$ cat config.mk
export PLATFORM = sky130hd
export DESIGN_NAME = ext_bus_adapter
export DESIGN_NICKNAME = d
export VERILOG_FILES = /design/src/rtl/bwa_pkg.sv /design/src/rtl/bwa_plan.sv /design/src/rtl/bwa_lane_steer.sv /design/src/rtl/bwa_read_pack.sv /design/src/rtl/ext_bus_adapter.sv
export SDC_FILE = /design/constraint.sdc
export NUM_CORES = 1
export LEC_CHECK = 0
export BUFFER_PORTS_ARGS = -buffer_cell sky130_fd_sc_hd__buf_2
export CELL_PAD_IN_SITES_DETAIL_PLACEMENT = 0
export CELL_PAD_IN_SITES_GLOBAL_PLACEMENT = 1
export CORE_MARGIN = 3
export CORE_UTILIZATION = 46
export CTS_CLUSTER_SIZE = 8
export DETAILED_ROUTE_END_ITERATION = 12
export PLACE_DENSITY_LB_ADDON = 0.2
export SYNTH_ARGS = -nofsm -noshare
export SYNTH_HDL_FRONTEND = slang
export SYNTH_SLANG_ARGS = --single-unit
$ cat constraint.sdc
create_clock -name clk -period 11.7 [get_ports clk]
set_input_delay 2.925 -clock clk [delete_from_list [all_inputs] [get_ports clk]]
set_output_delay 2.925 -clock clk [all_outputs]
set_load 0.03 [all_outputs]
$ cat src/rtl/bwa_pkg.sv
package bwa_pkg;
  localparam int BUS_DW = 32;
  localparam int NLANE  = BUS_DW / 8;

  typedef enum logic [1:0] {
    SZ_BYTE = 2'd0,
    SZ_HALF = 2'd1,
    SZ_WORD = 2'd2,
    SZ_BAD  = 2'd3
  } acc_size_e;

  typedef enum logic [1:0] {
    PW_X8  = 2'd0,
    PW_X16 = 2'd1,
    PW_X32 = 2'd2,
    PW_BAD = 2'd3
  } port_w_e;

  // per-access split plan
  typedef struct packed {
    logic       err;   // refuse the access
    logic [1:0] clog;  // log2 of bytes carried per external cycle
    logic [1:0] last;  // index of final beat
    logic [1:0] off;   // first lane used inside the port
  } plan_t;
endpackage

$ cat src/rtl/bwa_plan.sv
module bwa_plan
  import bwa_pkg::*;
(
  input  logic [1:0] size,
  input  logic [1:0] pw,
  input  logic [1:0] addr_lo,
  output plan_t      pl
);
  logic [1:0] amask, wmask, dif;

  always_comb begin
    case (size)
      SZ_WORD: amask = 2'b11;
      SZ_HALF: amask = 2'b01;
      default: amask = 2'b00;
    endcase
    case (pw)
      PW_X32:  wmask = 2'b11;
      PW_X16:  wmask = 2'b01;
      default: wmask = 2'b00;
    endcase
    pl.clog = (size < pw) ? size : pw;
    dif     = size - pl.clog;
    case (dif)
      2'd2:    pl.last = 2'd3;
      2'd1:    pl.last = 2'd1;
      default: pl.last = 2'd0;
    endcase
    pl.off = addr_lo & wmask;
    pl.err = (size == SZ_BAD) || (pw == PW_BAD) || ((addr_lo & amask) != 2'b00);
  end
endmodule

$ cat src/rtl/bwa_lane_steer.sv
module bwa_lane_steer
  import bwa_pkg::*;
(
  input  logic [BUS_DW-1:0] wdata,
  input  logic [1:0]        beat,
  input  logic [1:0]        off,
  input  logic [1:0]        clog,
  output logic [BUS_DW-1:0] lane_data,
  output logic [NLANE-1:0]  lane_en
);
  for (genvar j = 0; j < NLANE; j++) begin : g_lane
    logic [3:0] rel, csz, src;
    logic       inl;
    always_comb begin
      rel = 4'(j) - {2'b00, off};
      csz = 4'd1 << clog;
      inl = (4'(j) >= {2'b00, off}) && (rel < csz);
      src = ({2'b00, beat} << clog) + rel;
      lane_en[j] = inl;
      lane_data[j*8 +: 8] = inl ? wdata[{src[1:0], 3'b000} +: 8] : 8'h00;
    end
  end
endmodule

$ cat src/rtl/bwa_read_pack.sv
module bwa_read_pack
  import bwa_pkg::*;
(
  input  logic [BUS_DW-1:0] rdata,
  input  logic [1:0]        beat,
  input  logic [1:0]        off,
  input  logic [1:0]        clog,
  input  logic [BUS_DW-1:0] acc_in,
  output logic [BUS_DW-1:0] acc_out
);
  for (genvar r = 0; r < NLANE; r++) begin : g_byte
    logic [3:0] base, csz, rel;
    logic [1:0] lane;
    logic       inb;
    always_comb begin
      base = {2'b00, beat} << clog;
      csz  = 4'd1 << clog;
      rel  = 4'(r) - base;
      inb  = (4'(r) >= base) && (rel < csz);
      lane = off + rel[1:0];
      acc_out[r*8 +: 8] = inb ? rdata[{lane, 3'b000} +: 8] : acc_in[r*8 +: 8];
    end
  end
endmodule

$ cat src/rtl/ext_bus_adapter.sv
module ext_bus_adapter
  import bwa_pkg::*;
#(
  parameter int ADDR_W = 20,
  parameter int LAT    = 2
)(
  input  logic              clk,
  input  logic              rst,
  input  logic [1:0]        cfg_port_w,
  input  logic              cpu_req,
  input  logic              cpu_we,
  input  logic [1:0]        cpu_size,
  input  logic [ADDR_W-1:0] cpu_addr,
  input  logic [31:0]       cpu_wdata,
  output logic              cpu_rdy,
  output logic              cpu_err,
  output logic [31:0]       cpu_rdata,
  output logic              ext_cyc,
  output logic              ext_we,
  output logic [ADDR_W-1:0] ext_addr,
  output logic [3:0]        ext_ben_n,
  output logic [31:0]       ext_wdata,
  input  logic [31:0]       ext_rdata
);
  localparam int CW = (LAT > 1) ? $clog2(LAT) : 1;
  localparam logic [CW-1:0] CNT_LOAD = CW'(LAT - 1);

  plan_t              pl;
  logic               busy_r, we_r;
  logic [1:0]         beat_r, last_r, clog_r, off_r, wlog_r, nx_beat;
  logic [CW-1:0]      cnt_r;
  logic [ADDR_W-1:0]  base_r, in_base, next_addr;
  logic [31:0]        wdata_r, acc_r, acc_nx;
  logic [31:0]        st_wdata, st_data;
  logic [1:0]         st_beat, st_off, st_clog;
  logic [3:0]         st_en;

  bwa_plan u_plan (
    .size    (cpu_size),
    .pw      (cfg_port_w),
    .addr_lo (cpu_addr[1:0]),
    .pl      (pl)
  );

  // CPU byte address to port-word address
  always_comb begin
    case (cfg_port_w)
      PW_X16:  in_base = {1'b0,  cpu_addr[ADDR_W-1:1]};
      PW_X32:  in_base = {2'b00, cpu_addr[ADDR_W-1:2]};
      default: in_base = cpu_addr;
    endcase
  end

  assign nx_beat   = beat_r + 2'd1;
  assign next_addr = busy_r ? base_r + {{(ADDR_W-2){1'b0}}, nx_beat} : in_base;
  assign st_wdata  = busy_r ? wdata_r : cpu_wdata;
  assign st_beat   = busy_r ? nx_beat : 2'd0;
  assign st_off    = busy_r ? off_r   : pl.off;
  assign st_clog   = busy_r ? clog_r  : pl.clog;

  bwa_lane_steer u_steer (
    .wdata     (st_wdata),
    .beat      (st_beat),
    .off       (st_off),
    .clog      (st_clog),
    .lane_data (st_data),
    .lane_en   (st_en)
  );

  bwa_read_pack u_pack (
    .rdata   (ext_rdata),
    .beat    (beat_r),
    .off     (off_r),
    .clog    (clog_r),
    .acc_in  (acc_r),
    .acc_out (acc_nx)
  );

  always_ff @(posedge clk) begin
    if (rst) begin
      busy_r    <= 1'b0;
      we_r      <= 1'b0;
      beat_r    <= '0;
      last_r    <= '0;
      clog_r    <= '0;
      off_r     <= '0;
      wlog_r    <= '0;
      cnt_r     <= '0;
      base_r    <= '0;
      wdata_r   <= '0;
      acc_r     <= '0;
      cpu_rdy   <= 1'b0;
      cpu_err   <= 1'b0;
      cpu_rdata <= '0;
      ext_cyc   <= 1'b0;
      ext_we    <= 1'b0;
      ext_addr  <= '0;
      ext_ben_n <= 4'hF;
      ext_wdata <= '0;
    end else begin
      cpu_rdy <= 1'b0;
      cpu_err <= 1'b0;
      if (!busy_r) begin
        if (cpu_req) begin
          if (pl.err) begin
            cpu_rdy   <= 1'b1;
            cpu_err   <= 1'b1;
            cpu_rdata <= '0;
          end else begin
            busy_r    <= 1'b1;
            we_r      <= cpu_we;
            beat_r    <= 2'd0;
            last_r    <= pl.last;
            clog_r    <= pl.clog;
            off_r     <= pl.off;
            wlog_r    <= cfg_port_w;
            base_r    <= in_base;
            wdata_r   <= cpu_wdata;
            acc_r     <= '0;
            cnt_r     <= CNT_LOAD;
            ext_cyc   <= 1'b1;
            ext_we    <= cpu_we;
            ext_addr  <= next_addr;
            ext_ben_n <= ~st_en;
            ext_wdata <= cpu_we ? st_data : 32'h0;
          end
        end
      end else if (cnt_r != '0) begin
        cnt_r <= cnt_r - 1'b1;
      end else begin
        acc_r <= acc_nx;
        if (beat_r == last_r) begin
          busy_r    <= 1'b0;
          ext_cyc   <= 1'b0;
          ext_we    <= 1'b0;
          ext_ben_n <= 4'hF;
          ext_wdata <= '0;
          cpu_rdy   <= 1'b1;
          cpu_rdata <= we_r ? 32'h0 : acc_nx;
        end else begin
          beat_r    <= nx_beat;
          cnt_r     <= CNT_LOAD;
          ext_addr  <= next_addr;
          ext_ben_n <= ~st_en;
          ext_wdata <= we_r ? st_data : 32'h0;
        end
      end
    end
  end

  // ---------------- assertions ----------------
  AST_IDLE_LANES_OFF: assert property (@(posedge clk) disable iff (rst)
    !ext_cyc |-> ext_ben_n == 4'hF);
  AST_LANE_COUNT: assert property (@(posedge clk) disable iff (rst)
    ext_cyc |-> $countones(~ext_ben_n) == (32'd1 << clog_r));
  AST_X8_LANES: assert property (@(posedge clk) disable iff (rst)
    ext_cyc && wlog_r == PW_X8 |-> ext_ben_n[3:1] == 3'b111);
  AST_X16_LANES: assert property (@(posedge clk) disable iff (rst)
    ext_cyc && wlog_r == PW_X16 |-> ext_ben_n[3:2] == 2'b11);
  AST_BEAT_HOLD: assert property (@(posedge clk) disable iff (rst)
    ext_cyc && $past(ext_cyc) && $past(cnt_r) != '0 |->
      $stable(ext_addr) && $stable(ext_ben_n) && $stable(ext_wdata));
  AST_ADDR_STEP: assert property (@(posedge clk) disable iff (rst)
    ext_cyc && $past(ext_cyc) && !$stable(ext_addr) |->
      ext_addr == $past(ext_addr) + 1'b1);
  AST_RDY_PULSE: assert property (@(posedge clk) disable iff (rst)
    cpu_rdy |=> !cpu_rdy);
  AST_RDY_AFTER_BUS: assert property (@(posedge clk) disable iff (rst)
    cpu_rdy && !cpu_err |-> $past(ext_cyc) && !ext_cyc);
  AST_ERR_NO_BUS: assert property (@(posedge clk) disable iff (rst)
    cpu_err |-> cpu_rdy && !ext_cyc && !$past(ext_cyc));
endmodule

==> Word level (Yosys, flattened, before mapping) <==
Cells that the tools add are included.
Widths: inputs -> output; s select.
{ "totals": {"ff_bits": 187, "inputBits": 92, "output_inout_bits": 92, "elab_cells": 173} }
{ "classes": {"add_sub_neg": 20, "magnitude_cmp": 16, "n_eq_ne": 13, "shift": 12, "muxes": 70, "bitwise": 5, "reduce_logical": 19} }
{ "ops": {"columns": ["op", "count"], "rows": [
  ["$mux 32", 18],
  ["$shiftx 32x6->8", 8],
  ["$mux 20", 6],
  ["$mux 8", 8],
  ["$pmux 20 s2", 1],
  ["$lt 4x4->1", 8],
  ["$add 20x2->20", 1],
  ["$mux 1", 20],
  ["$mux 4", 5],
  ["$mux 2", 9],
  ["$add 2x2->2", 8],
  ["$pmux 2 s2", 3],
  ["$reduce_and 4->1", 3],
  ["$eq 2x2->1 const B", 5],
  ["$ge 1x4->1 const A", 2],
  ["$ge 2x4->1 const A", 2],
  ["$shl 1x2->4 const A", 2],
  ["$sub 1x4->4 const A", 2],
  ["$sub 2x4->4 const A", 2],
  ["$logic_and 1x1->1", 7],
  ["$eq 2x1->1 const B", 3],
  ["$reduce_and 3->1", 2],
  ["$reduce_bool 2->1", 3],
  ["$sub 1x2->3 const A", 2],
  ["other kinds (18)", 25]
]} }

==> Logic depth before layout (Yosys ltp) <==
Gate-level depths: netlist of the first run.
{ "depth": {"ltp_word": 12, "depth_mapped": 15, "ltp_nobuf": 13} }

==> Modules after synthesis <==
Synthesis of the first run repeated with hierarchy kept, for this count alone.
{ "hier_totals": {"hier_cells": 1303, "area_unflattened_um2": 11335.9} }
{ "modules_own_cells": {"columns": ["module", "n_inst", "cells_each", "area_each_um2", "seq_area_each_um2"], "rows": [
  ["ext_bus_adapter", 1, 877, 7777.5, 3743.6],
  ["bwa_read_pack", 1, 182, 1697.9, 0.0],
  ["bwa_lane_steer", 1, 224, 1691.6, 0.0],
  ["bwa_plan", 1, 20, 168.9, 0.0]
]} }

==> Least setup slack after synthesis of the first run <==
Ideal clock, no wire load.
{ "synth_path": {"path_kind": "input to register", "from": "in cfg_port_w[0]", "to": "reg ext_wdata[21]", "setup_time_ns": 0.128, "arrival_ns": 5.506, "required_ns": 11.572, "path_slack_ns": 6.066, "cell_stages": 12, "path_buffers": 1, "cell_sequence": "inv_1 > ha_1 > nor3b_1 > a21o_1 > inv_1 > ha_1 > xor2_1 > xnor2_1 > buf_2 > mux2i_1 > a2bb2oi_1 > nor2_1"} }
{ "synth_between": {"elab_chain_cells": 12, "word_cells_on_any_way": 29, "classes_between": "add/sub: 2; order compare: 3; eq/ne: 4; shift: 3; mux: 12; bitwise: 1; reduce/logical: 4"} }
{ "synth_lines": {"columns": ["element", "line_no", "source"], "rows": [
  ["start: declaration", "ext_bus_adapter.sv:9", "input logic [1:0] cfg_port_w,"],
  ["$eq 2x1->1 / $eq 2x2->1 (equally long branches)", "bwa_plan.sv:17", "case (pw)"],
  ["$pmux 2 s2", "bwa_plan.sv:17", null],
  ["$and 2x2->2", "bwa_plan.sv:29", "pl.off = addr_lo & wmask;"],
  ["$mux 2", "ext_bus_adapter.sv:58", "assign st_off = busy_r ? off_r : pl.off;"],
  ["$sub 2x2->3", "bwa_lane_steer.sv:15", "rel = 4'(j) - {2'b00, off};"],
  ["$add 2x2->2 / $lt 4x4->1 (equally long branches)", "bwa_lane_steer.sv:18, bwa_lane_steer.sv:17", null],
  ["$shiftx 32x6->8 / $logic_and 1x1->1 (equally long branches)", "bwa_lane_steer.sv:20, bwa_lane_steer.sv:17", null],
  ["$mux 8", "bwa_lane_steer.sv:20", "lane_data[j*8 +: 8] = inl ? wdata[{src[1:0], 3'b000} +: 8] : 8'h00;"],
  ["$mux 32 (on tied branches)", "ext_bus_adapter.sv:125, ext_bus_adapter.sv:145", null],
  ["$mux 32 (on tied branches)", "ext_bus_adapter.sv:105, ext_bus_adapter.sv:132", null],
  ["$mux 32 (on tied branches)", "ext_bus_adapter.sv:104, ext_bus_adapter.sv:128", null],
  ["$mux 32", "ext_bus_adapter.sv:103", "if (!busy_r) begin"],
  ["end signal: assignment", "ext_bus_adapter.sv:125", "ext_wdata <= cpu_we ? st_data : 32'h0;"],
  ["end signal: assignment", "ext_bus_adapter.sv:145", "ext_wdata <= we_r ? st_data : 32'h0;"],
  ["end: declaration", "ext_bus_adapter.sv:22", "output logic [31:0] ext_wdata,"]
]} }
Parallel ways exist; a longest one is shown, timed or not. The select of a mux whose other input is x is not followed.
A chain may end at the register's enable or synchronous reset.

==> Final worst setup path of the first run <==
{ "layout_path": {"from": "in cfg_port_w[0]", "to": "reg ext_wdata[19]"} }
The elaborated chain is that of the path after synthesis.

==> flow_summary_export.csv, run 1 <==
group,metric,value,unit
global_routing,grt_first_pass_wirelength,48.61,mm
yosys,avgSynthCellArea,8.455,µm²
floorplanning,fp.dieW,157.3,µm
timing,layout_setup_ws,5.622,ns
floorplanning,io_pins,184,
yosys,syn_nets,1378,
yosys,synth_edf_count,0,
floorplanning,start_util,47.54,%
setup_path,crit_path_max_fanout,20,
cells_and_area,design_area,12150,µm²
yosys,synthArstFlopShare,0,%
placement,preCtsSetupSlack,5.155,ns
setup_path,start_kind,"input pin",
yosys,synth.most_common_cell,"nand2_1",
cts,clock_latency,0.44,ns
route,avgRoutedWirePerCell,18.69,µm
global_routing,overflow,0,
route,drt_pass1_iterations,5,
placement,place_congestion,0.8785,
route,ant_nets,0,
route,wirelength,31.15,mm
yosys,synth_top_area_share,35.53,%
setup_path,critPathKind,"input pin to flop",
setup_path,slowest_stage,"xnor2_2",
placement,io_buffers,183,
setup_path,path_cells,"buf_2 > inv_1 > ha_1 > nand2_1 > o21ai_1 > inv_1 > ha_1 > xor2_1 > xnor2_2 > mux2i_1 > a2bb2oi_1 > nor2_1",
cts,cts_tree,"done",
cells_and_area,area_delta_synth_final,15.36,%
timing,finClkSkew,0.01760,ns
cts,cts-root-buf,"clkbuf_16",
cells_and_area,final_nets,1506,
power,leakagePower,5.130,nW
route,wl_met1,14.18,mm
floorplanning,num_rows,54,
route,top_layer_used,"met4",
floorplanning,dieArea,24750,µm²
setup_path,worst_path_largest_cell_delay,0.92,ns
yosys,yosysTopAreaCell,"dfxtp_1",
cells_and_area,n_fill_cell,2099,
cells_and_area,final_cells,1667,
yosys,yosys-top-cells-count,"198 x nand2_1, 187 x dfxtp_1, 175 x a21oi_1, 96 x nor2_1, 65 x clkbuf_1",
global_routing,grt_use_total,24.58,%
timing,final-hold-violation-count,0,
cts,path_clk_slew,0.07,ns
floorplanning,core,22160,µm²
timing,setup_tns,0,ns
cts,cts_buffers,17,
yosys,synth_ff_type,"dfxtp_1",
timing,min_period_over_period,51.95,%
cells_and_area,drive_above_1_share,21.34,%
cts,post_cts_resized,0,
timing,maxSlewViolCount,0,
cts,cts_max_level,4,
global_routing,antenna_found_initial,0,
placement,dpl.hpwl,22.04,mm
global_routing,grt_pass1_vias,8755,
setup_path,critPathArrivalTime,6.35,ns
cells_and_area,final_util,54.84,%
run,cap_violations,0,
cells_and_area,multiInputGateArea,6267,µm²
route,viasPerCell,5.867,
yosys,ys_ff_latch,187,
yosys,yosysWarnings,0,
cts,ctsHoldBuffers,0,
placement,place_area,11570,µm²
floorplanning,die_h,157.3,µm
cells_and_area,seqCellArea,3745,µm²
cts,post_cts_buffers,0,
cts,clockBufferDepth,2,
setup_path,cp_data_required_time,11.97,ns
setup_path,endpoint_kind,"flop",
yosys,ys_top_cells_by_area,"dfxtp_1 36%, mux4_2 10%, a21oi_1 8.3%",
placement,dp_cells,1635,
yosys,syn_inst,1246,
global_routing,grt_max_degree,89,
route,drcViolationCount,0,
yosys,synth_area,10540,µm²
yosys,seq_area_frac_synth,35.53,%
yosys,synth_cell_types,61,
route,drt_iter0_drc,778,
status,status,"finished, final reports clean",
cts,cts.sinks,187,
timing,holdWs,0.4336,ns
power,ir_drop,0.00008088,V
route,num_vias,9780,
timing,relSlewSlack,13.63,%
route,wl_met3,1.997,mm
hold_path,worstHoldPathType,"flop to flop",
timing,finalWorstPathRequiredPeriod,6.078,ns
timing,fmax,0.1645,GHz
timing,rsz0062_at_grt,"no",
timing,final-setup-viol-count,0,
route,wl_met2,14.47,mm
power,totalPowerFinal,1.594,mW
power,power.density,131.2,nW/µm²
timing,worst_slew_pin_slew,1.263,ns
cells_and_area,diodes,0,
## critical path: cells and delay by family
| kind | cells | cell delay [ns] |
|---|---|---|
| XOR/XNOR | 2 | 1.11 |
| adder cells (fa/ha/maj) | 2 | 0.93 |
| multiplexers | 1 | 0.29 |
| buffers and inverters | 3 | 0.32 |
| AO/OA/AOI/OAI | 2 | 0.56 |
| AND/OR/NAND/NOR | 2 | 0.19 |
## state kept, by name, summed over array words and instances (netlist names), 4 cells and up
name / count
base_r: 20
ext_wdata: 32
ext_addr: 20
cpu_rdata: 32
acc_r: 32
ext_ben_n: 4
wdata_r: 32
## power breakdown
| part | internal (mW) | switching (mW) | total, mW |
|---|---|---|---|
| clock | 0.303 | 0.281 | 0.584 |
| combinational | 0.127 | 0.202 | 0.329 |
| sequential | 0.661 | 0.0205 | 0.681 |
| total | 1.09 | 0.503 | 1.59 |
## cells in the final DEF (no fill, tap or decap), drive strengths merged, types with 4 or more instances in the layout
cell | synthesis | layout
dfxtp | 187 | 187
buf | 22 | 196
inv | 52 | 61
nor2 | 96 | 96
a21oi | 177 | 177
nand2 | 198 | 198
xnor2 | 12 | 12
nor2b | 9 | 9
a2bb2oi | 8 | 8
a222oi | 16 | 16
nand4 | 7 | 7
nand2b | 17 | 17
clkinv | 0 | 4
o21ai | 56 | 56
and3 | 4 | 4
a211oi | 7 | 7
a2111oi | 19 | 19
ha | 39 | 39
or3 | 5 | 5
and2 | 4 | 4
xor2 | 21 | 21
a21o | 5 | 5
o211ai | 14 | 14
a22oi | 27 | 27
clkbuf | 65 | 17
nand3 | 43 | 43
nor3 | 12 | 12
mux4 | 48 | 48
mux2i | 43 | 43
## per-layer routing
metal	up-vias	track usage, %
met4	0	5.992
met5	-	0
met3	34	4.042
li1	4723	-
met1	4689	35.60
met2	334	38.51
## logic make-up (layout without fill, tap and decap cells)
family | after synthesis | in the layout | synth area share (%)
simple gates | 407 | 407 | 16.82
compound gates | 347 | 347 | 20.25
flops | 187 | 187 | 35.53
buf+inv | 139 | 280 | 5.202
mux | 93 | 93 | 14.56
fa+ha+maj | 40 | 40 | 4.822
xor+xnor | 33 | 33 | 2.815
## area by class of cell
cell class,instances,share of cell area (%)
clock buffers,17,3.500
multi-input cells,920,51.57
flip-flops and latches,187,30.81
clock inverters,15,1.266
well taps,280,2.883
repair buffers,196,8.360
inverters,52,1.606
## final timing paths
| path | from | endpoint | slack [ns] | cells past startpoint |
|---|---|---|---|---|
| worst max-delay path | cfg_port_w[0] | ext_wdata[19] | 5.62 | 12 |
| worst min-delay path | cpu_rdata[25] | cpu_rdata[25] | 0.43 | 2 |
| worst max register to register | beat_r[0] | cpu_rdata[27] | 7.19 | 8 |
| worst min register to register | cpu_rdata[25] | cpu_rdata[25] | 0.43 | 2 |
Note: power is estimated with default switching activity, not from simulation.
==> run 2, diff against run 1 <==
--- a/config.mk
+++ b/config.mk
@@ -5,11 +5,12 @@
 export SDC_FILE = /design/constraint.sdc
 export NUM_CORES = 1
 export LEC_CHECK = 0
+export ABC_AREA = 1
 export BUFFER_PORTS_ARGS = -buffer_cell sky130_fd_sc_hd__buf_2
 export CELL_PAD_IN_SITES_DETAIL_PLACEMENT = 0
 export CELL_PAD_IN_SITES_GLOBAL_PLACEMENT = 1
 export CORE_MARGIN = 3
-export CORE_UTILIZATION = 46
+export CORE_UTILIZATION = 40
 export CTS_CLUSTER_SIZE = 8
 export DETAILED_ROUTE_END_ITERATION = 12
 export PLACE_DENSITY_LB_ADDON = 0.2
==> constraint.sdc (replaced) <==
create_clock -name clk -period 6 [get_ports clk]
set_input_delay 1.5 -clock clk [delete_from_list [all_inputs] [get_ports clk]]
set_output_delay 1.5 -clock clk [all_outputs]
set_load 0.03 [all_outputs]
==> run 2 against run 1 <==
Effect of this change:
- core utilization decreased by 8.0 points
- first-iteration DRC count up 28%
- critical endpoint is now ext_wdata[2]
- clock skew is 0.0054 ns higher
- critical path type unchanged
- hold slack improved by 0.032 ns
- register-to-register slack got worse by 5.0 ns
==> flow_summary_export.csv, run 2 <==
group,metric,value,unit
route,drt_pass1_iterations,6,
cells_and_area,final_cell_mix,"549 x nand2_1, 197 x a21oi_1, 186 x dfxtp_1",
yosys,yosys-top-cells-count,"550 x nand2_1, 197 x a21oi_1, 187 x dfxtp_1, 169 x inv_1, 137 x o21ai_0",
yosys,synth_top_area_share,32.55,%
global_routing,grt_first_pass_wirelength,57.56,mm
hold_path,hold_depth,2,
route,drcViolationCount,0,
timing,maxSlewViolCount,0,
setup_path,worstSetupStartpoint,"cfg_port_w[0]",
floorplanning,die_h,175.6,µm
cts,post_cts_buffers,0,
cells_and_area,area_delta_synth_final,14.34,%
yosys,syn_nets,1901,
timing,finalWorstPathRequiredPeriod,3.962,ns
placement,place_congestion,0.8903,
run,cap_violations,0,
setup_path,endpoint_kind,"flop",
yosys,ys_ff_latch,187,
setup_path,worst_path_largest_cell_delay,0.44,ns
timing,setup_tns,0,ns
timing,layout_setup_ws,2.038,ns
yosys,ys_top_cells_by_area,"dfxtp_1 33%, nand2_1 18%, a21oi_1 8.6%",
global_routing,grt_use_total,23.00,%
cts,cts_tree,"done",
route,wirelength,36.21,mm
floorplanning,dieArea,30820,µm²
status,status,"finished, final reports clean",
timing,final-hold-violation-count,0,
timing,min_period_over_period,66.03,%
setup_path,rr_worst_depth,11,
floorplanning,core,28090,µm²
global_routing,grt_max_degree,73,
route,num_vias,11690,
power,power.density,303.0,nW/µm²
setup_path,critPathKind,"input pin to flop",
cells_and_area,drive_above_1_share,15.70,%
yosys,synth_ff_type,"dfxtp_1",
floorplanning,io_pins,184,
timing,rsz0062_at_grt,"no",
cells_and_area,final_cells,2270,
route,viasPerCell,5.148,
timing,finClkSkew,0.02301,ns
cells_and_area,diodes,0,
floorplanning,start_util,40.95,%
setup_path,endpoint,"ext_wdata[2]",
placement,io_buffers,183,
cts,cts.sinks,187,
floorplanning,fp.dieW,175.6,µm
yosys,syn_inst,1769,
placement,preCtsSetupSlack,1.575,ns
route,drt_iter0_drc,992,
setup_path,cp_data_required_time,6.31,ns
route,ant_nets,0,
yosys,synthArstFlopShare,0,%
timing,worst_slew_pin_slew,0.9383,ns
yosys,synth_cell_types,52,
placement,dpl.hpwl,26.65,mm
setup_path,rrSetupSlack,2.21,ns
yosys,synth.most_common_cell,"nand2_1",
cells_and_area,final_nets,2011,
hold_path,worstHoldPathType,"flop to flop",
cts,ctsHoldBuffers,0,
floorplanning,num_rows,61,
setup_path,start_kind,"input pin",
global_routing,overflow,0,
yosys,seq_area_frac_synth,32.55,%
cells_and_area,layout_commonest_cell,"nand2_1",
cells_and_area,n_fill_cell,3097,
yosys,synth_edf_count,0,
setup_path,critPathMostFrequentCell,"nand2_1",
setup_path,regToRegStartpoint,"busy_r",
cts,cts_max_level,4,
cts,cts_buffers,17,
cts,clock_latency,0.46,ns
cts,cts-root-buf,"clkbuf_16",
setup_path,path_cells,"buf_2 > inv_1 > ha_1 > nand2_1 > nand2_1 > nand2_1 > ha_1 > xor2_1 > nand3b_2 > nand2_4 > inv_1 > nand2_1 > nand3_1 > a21oi_1",
timing,relSlewSlack,37.29,%
setup_path,critPathArrivalTime,4.27,ns
power,ir_drop,0.0001623,V
timing,final-setup-viol-count,0,
route,avgRoutedWirePerCell,15.95,µm
global_routing,antenna_found_initial,0,
setup_path,slowest_stage,"ha_1",
setup_path,r2r-end,"ext_wdata[2]",
setup_path,crit_path_max_fanout,17,
yosys,avgSynthCellArea,6.501,µm²
hold_path,min_from,"cpu_rdata[19]",
placement,dp_cells,2238,
cts,path_clk_slew,0.08,ns
cts,post_cts_resized,0,
global_routing,grt_pass1_vias,10430,
timing,fmax,0.2524,GHz
yosys,yosysWarnings,0,
yosys,yosysTopAreaCell,"dfxtp_1",
yosys,synth_area,11500,µm²
cts,clockBufferDepth,2,
power,leakagePower,6.031,nW
## run 2: how the worst min path moves through the flow
stage / end / slack, ns
floorplan: wdata_r[23] / 0.44
global placement: wdata_r[26] / 0.45
detailed placement: cpu_rdata[24] / 0.45
CTS: cpu_rdata[24] / 0.47
global route: ext_wdata[2] / 0.49
finish: cpu_rdata[19] / 0.47
## run 2: report_power, final
part | leakage (nW) | switching [mW] | internal, mW | total (mW)
sequential | 1.52 | 0.0694 | 1.33 | 1.40
clock | 0.309 | 0.646 | 0.587 | 1.23
combinational | 4.20 | 0.960 | 0.392 | 1.35
## run 2: area by class of cell
cell class	instances	area, µm²	share of cell area [%]
inverter	182	688.2	5.233
clock inverter	15	225.2	1.713
sequential	187	3747	28.50
multi-input combinational	1296	6583	50.06
clock buffer	17	425.4	3.235
timing repair buffer	195	1008	7.669
tap	378	473.0	3.597
## run 2: cells by family after synthesis
| logic type | count (synthesis) | share of synthesized area (%) |
|---|---|---|
| xor+xnor | 11 | 0.9030 |
| buf+inv | 286 | 10.24 |
| flops | 187 | 32.55 |
| simple gates | 825 | 31.43 |
| fa+ha+maj | 40 | 4.417 |
| compound gates | 420 | 20.46 |
## run 2: through the flow
step / cell area [µm²] / hold slack, ns / util (%) / power, mW
2_1_floorplan: 11500 / 0.4422 / - / 2.413
3_3_place_gp: 12500 / 0.4487 / 44.50 / 2.760
3_5_place_dp: 12500 / 0.4532 / 44.50 / 2.770
4_1_cts: 13150 / 0.4663 / 46.82 / 4.012
5_1_grt: 13150 / 0.4853 / 46.82 / 4.247
6_report: 13150 / 0.4653 / 46.82 / 3.985
## run 2: critical path, delay by kind of cell
family / cells / cell delay (ns)
AO/OA/AOI/OAI: 1 / 0.06
AND/OR/NAND/NOR: 7 / 1.23
XOR/XNOR: 1 / 0.28
buffers and inverters: 3 / 0.44
adder cells (fa/ha/maj): 2 / 0.75
## run 2: per-layer routing
layer	up-vias	GRT usage [%]	share of wire (%)
met5	-	0	0
met4	0	6.434	2.0
met3	40	3.026	5.0
met2	322	34.03	42
met1	5264	34.84	51
li1	6060	-	-
